--- src/rtl/tmr_pkg.sv ---
package tmr_pkg;
  typedef enum logic [2:0] {
    SEL_TL0  = 3'd0,
    SEL_TL1  = 3'd1,
    SEL_TH0  = 3'd2,
    SEL_TH1  = 3'd3,
    SEL_CFG  = 3'd4,
    SEL_CTRL = 3'd5
  } reg_sel_e;

  typedef enum logic [1:0] {
    MD_13B    = 2'd0,
    MD_16B    = 2'd1,
    MD_RELOAD = 2'd2,
    MD_SPLIT  = 2'd3
  } tmr_mode_e;

  typedef struct packed {
    logic      gate;
    logic      cnt_sel;
    tmr_mode_e mode;
  } tmr_cfg_t;
endpackage

--- src/rtl/tmr_tick_gen.sv ---
module tmr_tick_gen #(
  parameter int unsigned DIV = 12
) (
  input  logic clk_i,
  input  logic rst_ni,
  output logic tick_o
);
  localparam int unsigned CW = (DIV > 1) ? $clog2(DIV) : 1;

  logic [CW-1:0] cnt_q;

  assign tick_o = (cnt_q == CW'(DIV - 1));

  always_ff @(posedge clk_i or negedge rst_ni) begin
    if (!rst_ni)     cnt_q <= '0;
    else if (tick_o) cnt_q <= '0;
    else             cnt_q <= cnt_q + 1'b1;
  end
endmodule

--- src/rtl/tmr_pin_sampler.sv ---
module tmr_pin_sampler (
  input  logic clk_i,
  input  logic rst_ni,
  input  logic tick_i,
  input  logic pin_i,
  output logic fall_o
);
  logic samp_q;

  // high on the previous tick, low on this one
  assign fall_o = tick_i & samp_q & ~pin_i;

  always_ff @(posedge clk_i or negedge rst_ni) begin
    if (!rst_ni)     samp_q <= 1'b0;
    else if (tick_i) samp_q <= pin_i;
  end
endmodule

--- src/rtl/tmr_unit.sv ---
module tmr_unit
  import tmr_pkg::*;
#(
  parameter int unsigned DATA_W    = 8,
  parameter int unsigned PRE_W     = 5,
  parameter bit          HAS_SPLIT = 1'b0
) (
  input  logic              clk_i,
  input  logic              rst_ni,
  input  tmr_mode_e         mode_i,
  input  logic              step_i,
  input  logic              hi_step_i,
  input  logic              wr_lo_i,
  input  logic              wr_hi_i,
  input  logic [DATA_W-1:0] wr_data_i,
  output logic [DATA_W-1:0] lo_o,
  output logic [DATA_W-1:0] hi_o,
  output logic              ovf_o,
  output logic              hi_ovf_o
);
  logic [DATA_W-1:0] lo_q, hi_q, lo_d, hi_d;
  logic              split;

  assign split = HAS_SPLIT && (mode_i == MD_SPLIT);

  always_comb begin
    lo_d     = lo_q;
    hi_d     = hi_q;
    ovf_o    = 1'b0;
    hi_ovf_o = 1'b0;
    unique case (mode_i)
      MD_13B: if (step_i) begin
        if (&lo_q[PRE_W-1:0]) begin
          lo_d[PRE_W-1:0] = '0;
          hi_d            = hi_q + 1'b1;
          ovf_o           = &hi_q;
        end else begin
          lo_d[PRE_W-1:0] = lo_q[PRE_W-1:0] + 1'b1;
        end
      end
      MD_16B: if (step_i) begin
        {hi_d, lo_d} = {hi_q, lo_q} + 1'b1;
        ovf_o        = &{hi_q, lo_q};
      end
      MD_RELOAD: if (step_i) begin
        if (&lo_q) begin
          lo_d  = hi_q;
          ovf_o = 1'b1;
        end else begin
          lo_d = lo_q + 1'b1;
        end
      end
      MD_SPLIT: if (HAS_SPLIT) begin
        if (step_i) begin
          lo_d  = lo_q + 1'b1;
          ovf_o = &lo_q;
        end
        if (hi_step_i) begin
          hi_d     = hi_q + 1'b1;
          hi_ovf_o = &hi_q;
        end
      end
    endcase
    // software write beats the step that shares the byte
    if (split) begin
      if (wr_lo_i) begin
        lo_d  = wr_data_i;
        ovf_o = 1'b0;
      end
      if (wr_hi_i) begin
        hi_d     = wr_data_i;
        hi_ovf_o = 1'b0;
      end
    end else if (wr_lo_i || wr_hi_i) begin
      lo_d  = wr_lo_i ? wr_data_i : lo_q;
      hi_d  = wr_hi_i ? wr_data_i : hi_q;
      ovf_o = 1'b0;
    end
  end

  always_ff @(posedge clk_i or negedge rst_ni) begin
    if (!rst_ni) begin
      lo_q <= '0;
      hi_q <= '0;
    end else begin
      lo_q <= lo_d;
      hi_q <= hi_d;
    end
  end

  assign lo_o = lo_q;
  assign hi_o = hi_q;
endmodule

--- src/rtl/tmr_pair.sv ---
module tmr_pair
  import tmr_pkg::*;
#(
  parameter int unsigned DATA_W  = 8,
  parameter int unsigned PRE_W   = 5,
  parameter int unsigned TICK_DIV = 12
) (
  input  logic              clk_i,
  input  logic              rst_ni,
  input  logic              wr_en_i,
  input  logic [2:0]        wr_sel_i,
  input  logic [DATA_W-1:0] wr_data_i,
  input  logic [2:0]        rd_sel_i,
  output logic [DATA_W-1:0] rd_data_o,
  input  logic [1:0]        cnt_pin_i,
  input  logic [1:0]        gate_pin_i,
  output logic              tf0_o,
  output logic              tf1_o,
  output logic              t0_ovf_o,
  output logic              t1_ovf_o
);
  localparam int unsigned NT = 2;

  tmr_cfg_t          cfg_q [NT];
  logic [NT-1:0]     run_q, flag_q, pulse_q;
  logic [NT-1:0]     ev, en, step, ovf, hi_ovf;
  logic [NT-1:0]     wr_lo, wr_hi, run_eff, set;
  logic [DATA_W-1:0] lo [NT];
  logic [DATA_W-1:0] hi [NT];
  logic [7:0]        mode_byte;
  logic              tick, split, hi_step, wr_cfg, wr_ctrl;
  logic [DATA_W-1:0] tl0, th0, tl1, th1;

  tmr_tick_gen #(.DIV(TICK_DIV)) u_tick (
    .clk_i  (clk_i),
    .rst_ni (rst_ni),
    .tick_o (tick)
  );

  assign split   = (cfg_q[0].mode == MD_SPLIT);
  assign hi_step = split & tick & run_q[1];
  assign run_eff = {split | run_q[1], run_q[0]};
  assign wr_cfg  = wr_en_i && (wr_sel_i == SEL_CFG);
  assign wr_ctrl = wr_en_i && (wr_sel_i == SEL_CTRL);
  assign wr_lo   = {wr_en_i && (wr_sel_i == SEL_TL1), wr_en_i && (wr_sel_i == SEL_TL0)};
  assign wr_hi   = {wr_en_i && (wr_sel_i == SEL_TH1), wr_en_i && (wr_sel_i == SEL_TH0)};

  for (genvar i = 0; i < NT; i++) begin : g_tmr
    tmr_pin_sampler u_smp (
      .clk_i  (clk_i),
      .rst_ni (rst_ni),
      .tick_i (tick),
      .pin_i  (cnt_pin_i[i]),
      .fall_o (ev[i])
    );

    assign en[i]   = run_eff[i] & (~cfg_q[i].gate | gate_pin_i[i]);
    assign step[i] = en[i] & (cfg_q[i].cnt_sel ? ev[i] : tick);

    tmr_unit #(
      .DATA_W    (DATA_W),
      .PRE_W     (PRE_W),
      .HAS_SPLIT (i == 0)
    ) u_unit (
      .clk_i     (clk_i),
      .rst_ni    (rst_ni),
      .mode_i    (cfg_q[i].mode),
      .step_i    (step[i]),
      .hi_step_i ((i == 0) ? hi_step : 1'b0),
      .wr_lo_i   (wr_lo[i]),
      .wr_hi_i   (wr_hi[i]),
      .wr_data_i (wr_data_i),
      .lo_o      (lo[i]),
      .hi_o      (hi[i]),
      .ovf_o     (ovf[i]),
      .hi_ovf_o  (hi_ovf[i])
    );
  end

  // in split layout flag 1 belongs to the high byte of counter 0
  assign set = {split ? hi_ovf[0] : ovf[1], ovf[0]};

  always_ff @(posedge clk_i or negedge rst_ni) begin
    if (!rst_ni) begin
      cfg_q[0] <= '0;
      cfg_q[1] <= '0;
      run_q    <= '0;
      flag_q   <= '0;
      pulse_q  <= '0;
    end else begin
      pulse_q <= ovf;
      if (wr_cfg) begin
        cfg_q[0] <= tmr_cfg_t'(wr_data_i[3:0]);
        cfg_q[1] <= tmr_cfg_t'(wr_data_i[7:4]);
      end
      if (wr_ctrl) begin
        run_q  <= wr_data_i[1:0];
        flag_q <= wr_data_i[3:2];
      end else begin
        flag_q <= flag_q | set;
      end
    end
  end

  assign mode_byte = {cfg_q[1], cfg_q[0]};
  assign tl0 = lo[0];
  assign th0 = hi[0];
  assign tl1 = lo[1];
  assign th1 = hi[1];

  always_comb begin
    unique case (rd_sel_i)
      SEL_TL0:  rd_data_o = tl0;
      SEL_TL1:  rd_data_o = tl1;
      SEL_TH0:  rd_data_o = th0;
      SEL_TH1:  rd_data_o = th1;
      SEL_CFG:  rd_data_o = DATA_W'(mode_byte);
      SEL_CTRL: rd_data_o = DATA_W'({flag_q, run_q});
      default:  rd_data_o = '0;
    endcase
  end

  assign tf0_o    = flag_q[0];
  assign tf1_o    = flag_q[1];
  assign t0_ovf_o = pulse_q[0];
  assign t1_ovf_o = pulse_q[1];
endmodule

--- config.mk ---
export PLATFORM = sky130hd
export DESIGN_NAME = tmr_pair
export DESIGN_NICKNAME = d
export VERILOG_FILES = /design/src/rtl/tmr_pkg.sv /design/src/rtl/tmr_tick_gen.sv /design/src/rtl/tmr_pin_sampler.sv /design/src/rtl/tmr_unit.sv /design/src/rtl/tmr_pair.sv
export SDC_FILE = /design/constraint.sdc
export NUM_CORES = 1
export LEC_CHECK = 0
export BUFFER_PORTS_ARGS = -buffer_cell sky130_fd_sc_hd__buf_2
export CAP_MARGIN = 20
export CELL_PAD_IN_SITES_DETAIL_PLACEMENT = 1
export CELL_PAD_IN_SITES_GLOBAL_PLACEMENT = 1
export CORE_MARGIN = 2
export CORE_UTILIZATION = 46
export CTS_CLUSTER_SIZE = 25
export DETAILED_ROUTE_END_ITERATION = 12
export PLACE_DENSITY = 0.78
export SETUP_SLACK_MARGIN = 0.3
export SLEW_MARGIN = 5
export SYNTH_ARGS = -nofsm -noshare
export SYNTH_HDL_FRONTEND = slang
export SYNTH_SLANG_ARGS = --single-unit
--- constraint.sdc ---
create_clock -name clk_i -period 2.3 [get_ports clk_i]
set_input_delay 0.575 -clock clk_i [delete_from_list [all_inputs] [get_ports clk_i]]
set_output_delay 0.575 -clock clk_i [all_outputs]
set_load 0.05 [all_outputs]
==> results.md <==
- Seq/Total Area, Yosys: 31.00%
- Final period util: 102.3%
- Placement Rows: 34
- Final TNS setup: -0.05818 ns
- DRT antenna net count: 0
- Syn_nets: 558
- Storage element area: 1323 sq um
- Drt initial violations: 835
- Synthesized cell area: 4198 sq um
- Post-route insts no fill: 765
- CP peak stage delay: 0.52 ns
- VDD IR max: 0.5484 mV
- Critical path class: reg2reg
- CP max stage cell: a2111oi_2
- Share of layout cells above drive strength 1: 43.23%
- N_diodes: 0
- Primary FF master, synth: dfrtp_1
- Combinational share of power: 59.0%
- I/O Pins: 33
- Synth warn: 0
- Final slew viol count: 0
- Final HPWL DP: 13,460 um
- Synth area leader: dfrtp_1
- Final hold vios: 0
- First-pass GRT wire length: 32,380 um
- Net switching power: 2.902 mW
- Vias in the first global route: 5,525
- Unique masters post-synth: 79
- PD cells: 917.8 nW/um^2
- Core area: 8806 sq um
- Crit Path Max Fanout: 3
- Worst endpoint required time: 2.57 ns
- Slew of the pin with the lowest slew margin: 0.5550 ns
- Die H: 99.53 um
- Critical R2R Capture: flag_q[1]
- Clk_skew: 0.01686 ns
- GR Overflow Total: 0
- WL per Instance: 35.52 um
- Final Cell Area: 6185 sq um
- Total wire length: 27,170 um
- Clk_lat worst skew: 0.34 ns
- Top-count cell post-synth: nand2_1
- Register share of total power: 29.7%
- CP Capture Type: flop
- Chip width: 99.53 um
- Failing checks: negative setup slack
- RSZ-0062 raised after global routing: yes
- Initial antenna violation count: 0
- Final setup margin: -0.05359 ns
- H-Tree Depth: 2
- Mapped Avg Cell Area: 7.996 sq um
- Fin nets: 689
- Clock Sinks: 52
- Synth top area share: 31.00%
- Hold Path Class: in2async
- Vias per std cell: 7.915
- Worst-path cell chain: buf_4 > inv_4 > ha_4 > nor2b_4 > nor3_2 > a22oi_1 > a2111oi_2 > buf_4 > a21oi_1 > nor2_1
- Initial Util: 47.67%
- Net Sw Frac: 51.13%
- Startpoint types: flop
- Number of flops mapped to enable cells by yosys: 0
- Total track usage: 42.89%
- WP buf/inv: 3
- Max-slew headroom: 62.61%
- Multi-input logic area: 3271 sq um
- Drt drc: 0
- Fill count: 993
- Worst r2r src: cfg_q[1]
- Minimum clock period: 2.354 ns
- Yosys reg bits: 52
- Most used cell, CP: buf_4
- Hold_buf cts: 0
- DR pass1 iterations: 9
- R2R depth: 10
- Internal power: 2.774 mW
- Async SR Flop Fraction: 100.0%
- Delay-heaviest family, CP: compound AO/OA/AOI/OAI gates
- Die ar.: 9906 sq um
- Top post-synthesis cells by area: dfrtp_1 31%, nand2_1 6.0%, a21oi_1 5.2%
- Post-placement cell count: 693
- Final setup violation count: 2
- WP data arrival: 2.62 ns
- Area growth syn-to-layout: 47.33%
- Reg clk slew, reported paths: 0.13 ns
- Largest net degree at the start of global routing: 36
- Clock Power Share: 11.3%
- GPL Wtd Cong: 0.9688
- Root buffer cell: clkbuf_8
- CTS tree: done
- Inserted Clock Buffers: 5
- Reg2reg setup slack: -0.05 ns
- Outcome: finished with violations
- Post-synthesis instance total: 525
- MaxCap Viol Count: 0
- Port buffer count: 32
- Synth top cells by count: 67 x nand2_1, 52 x dfrtp_1, 44 x a21oi_1
- F_max: 0.4249 GHz
- Post-DP Area: 4964 sq um
- Clock Path Buffers: 2
- Leakage power total: 2.504 nW
- Vias: 6,055
-- layout by cell type, fill, tap and decap left out, types with 4 or more instances in the layout --
master / Yosys / layout
buf_4: 3 / 101
nand2_1: 67 / 66
dfrtp_1: 52 / 35
nor2_1: 43 / 33
o21ai_0: 41 / 33
a21oi_1: 44 / 32
buf_2: 3 / 21
buf_6: 1 / 21
nand3_1: 19 / 18
dfrtp_2: 0 / 17
nor3_1: 15 / 11
o22ai_1: 16 / 11
inv_1: 14 / 11
a21oi_2: 1 / 10
mux2_2: 10 / 9
nor2_2: 0 / 8
nand4_1: 8 / 8
a31oi_1: 8 / 8
mux2i_1: 10 / 6
nand2b_1: 9 / 6
o211ai_1: 6 / 6
ha_4: 0 / 6
buf_12: 0 / 6
o21ai_1: 1 / 5
a22oi_1: 8 / 5
a21o_1: 5 / 5
clkbuf_8: 0 / 5
o22ai_4: 0 / 4
nor3_2: 1 / 4
o22a_1: 4 / 4
o31ai_1: 5 / 4
ha_1: 12 / 4
-- routing by layer --
metal	global-route usage, %	up-vias	wire length (um)
li1	-	2255	-
met1	50.95	2829	9062
met2	69.75	691	11520
met3	9.065	280	3646
met4	28.77	0	2943
met5	0	-	0
-- kinds of logic after synthesis --
family,count (synthesis),synth area share (%)
buf+inv,44,4.500
mux,21,5.604
compound gates,186,30.05
flops,52,31.00
fa+ha+maj,12,3.577
simple gates,204,24.02
xor+xnor,6,1.252
-- power groups by stage --
stage               Combinational, mW  Clock, mW  Sequential (mW)
floorplan                        1.39          0             1.46
global placement                 2.07          0             1.58
detailed placement               2.17          0             1.60
CTS                              2.53      0.620             1.53
global route                     3.41      0.651             1.67
finish                           3.35      0.641             1.69
-- area by class of cell --
type | instances | share of cell area (%)
Clock inverter | 3 | 0.4653
Tap cell | 108 | 2.185
Timing Repair Buffer | 153 | 20.90
Multi-Input combinational cell | 429 | 52.88
Inverter | 15 | 1.072
Sequential cell | 52 | 21.38
Clock buffer | 5 | 1.113
-- through the flow --
stage | setup slack (ns) | total power [mW] | hold slack, ns | util [%]
2_1_floorplan | 0.2957 | 2.852 | 0.2794 | -
3_3_place_gp | -0.02192 | 3.651 | 0.4450 | 56.37
3_5_place_dp | -0.08518 | 3.761 | 0.4652 | 56.37
4_1_cts | 0.1506 | 4.686 | 0.2117 | 62.93
5_1_grt | -0.2860 | 5.725 | 0.2116 | 70.23
6_report | -0.05359 | 5.676 | 0.1887 | 70.23
-- worst max path at each step --
stage	startpoint	to	slack [ns]	depth (start not counted)
after CTS	g_tmr[0].u_unit.hi_o[0]	rd_data_o[0]	0.15	5
after detailed placement	rd_sel_i[2]	rd_data_o[0]	-0.09	6
after global routing	u_tick.cnt_q[1]	g_tmr[0].u_unit.hi_o[4]	-0.29	8
after floorplan	wr_en_i	g_tmr[0].u_unit.hi_o[7]	0.30	6
final	cfg_q[1]	flag_q[1]	-0.05	10
after global placement	rd_sel_i[2]	rd_data_o[0]	-0.02	6
-- state kept, by name, summed over array words and instances, names as in the netlist --
signal,count
g_tmr.u_unit.hi_o,16
g_tmr.u_unit.lo_o,16
cfg_q,8
u_tick.cnt_q,4
flag_q,2
g_tmr.u_smp.samp_q,2
pulse_q,2
run_q,2
-- what timing repair did --
| action | in CTS | in global routing |
|---|---|---|
| gates resized for setup | 80 | 81 |
| endpoints found under the setup margin | 39 | 39 |
| cloned | 1 | 0 |
| pin swaps | 16 | 28 |
| buffers inserted | 26 | 37 |
Power figures use the tool's default switching activity.
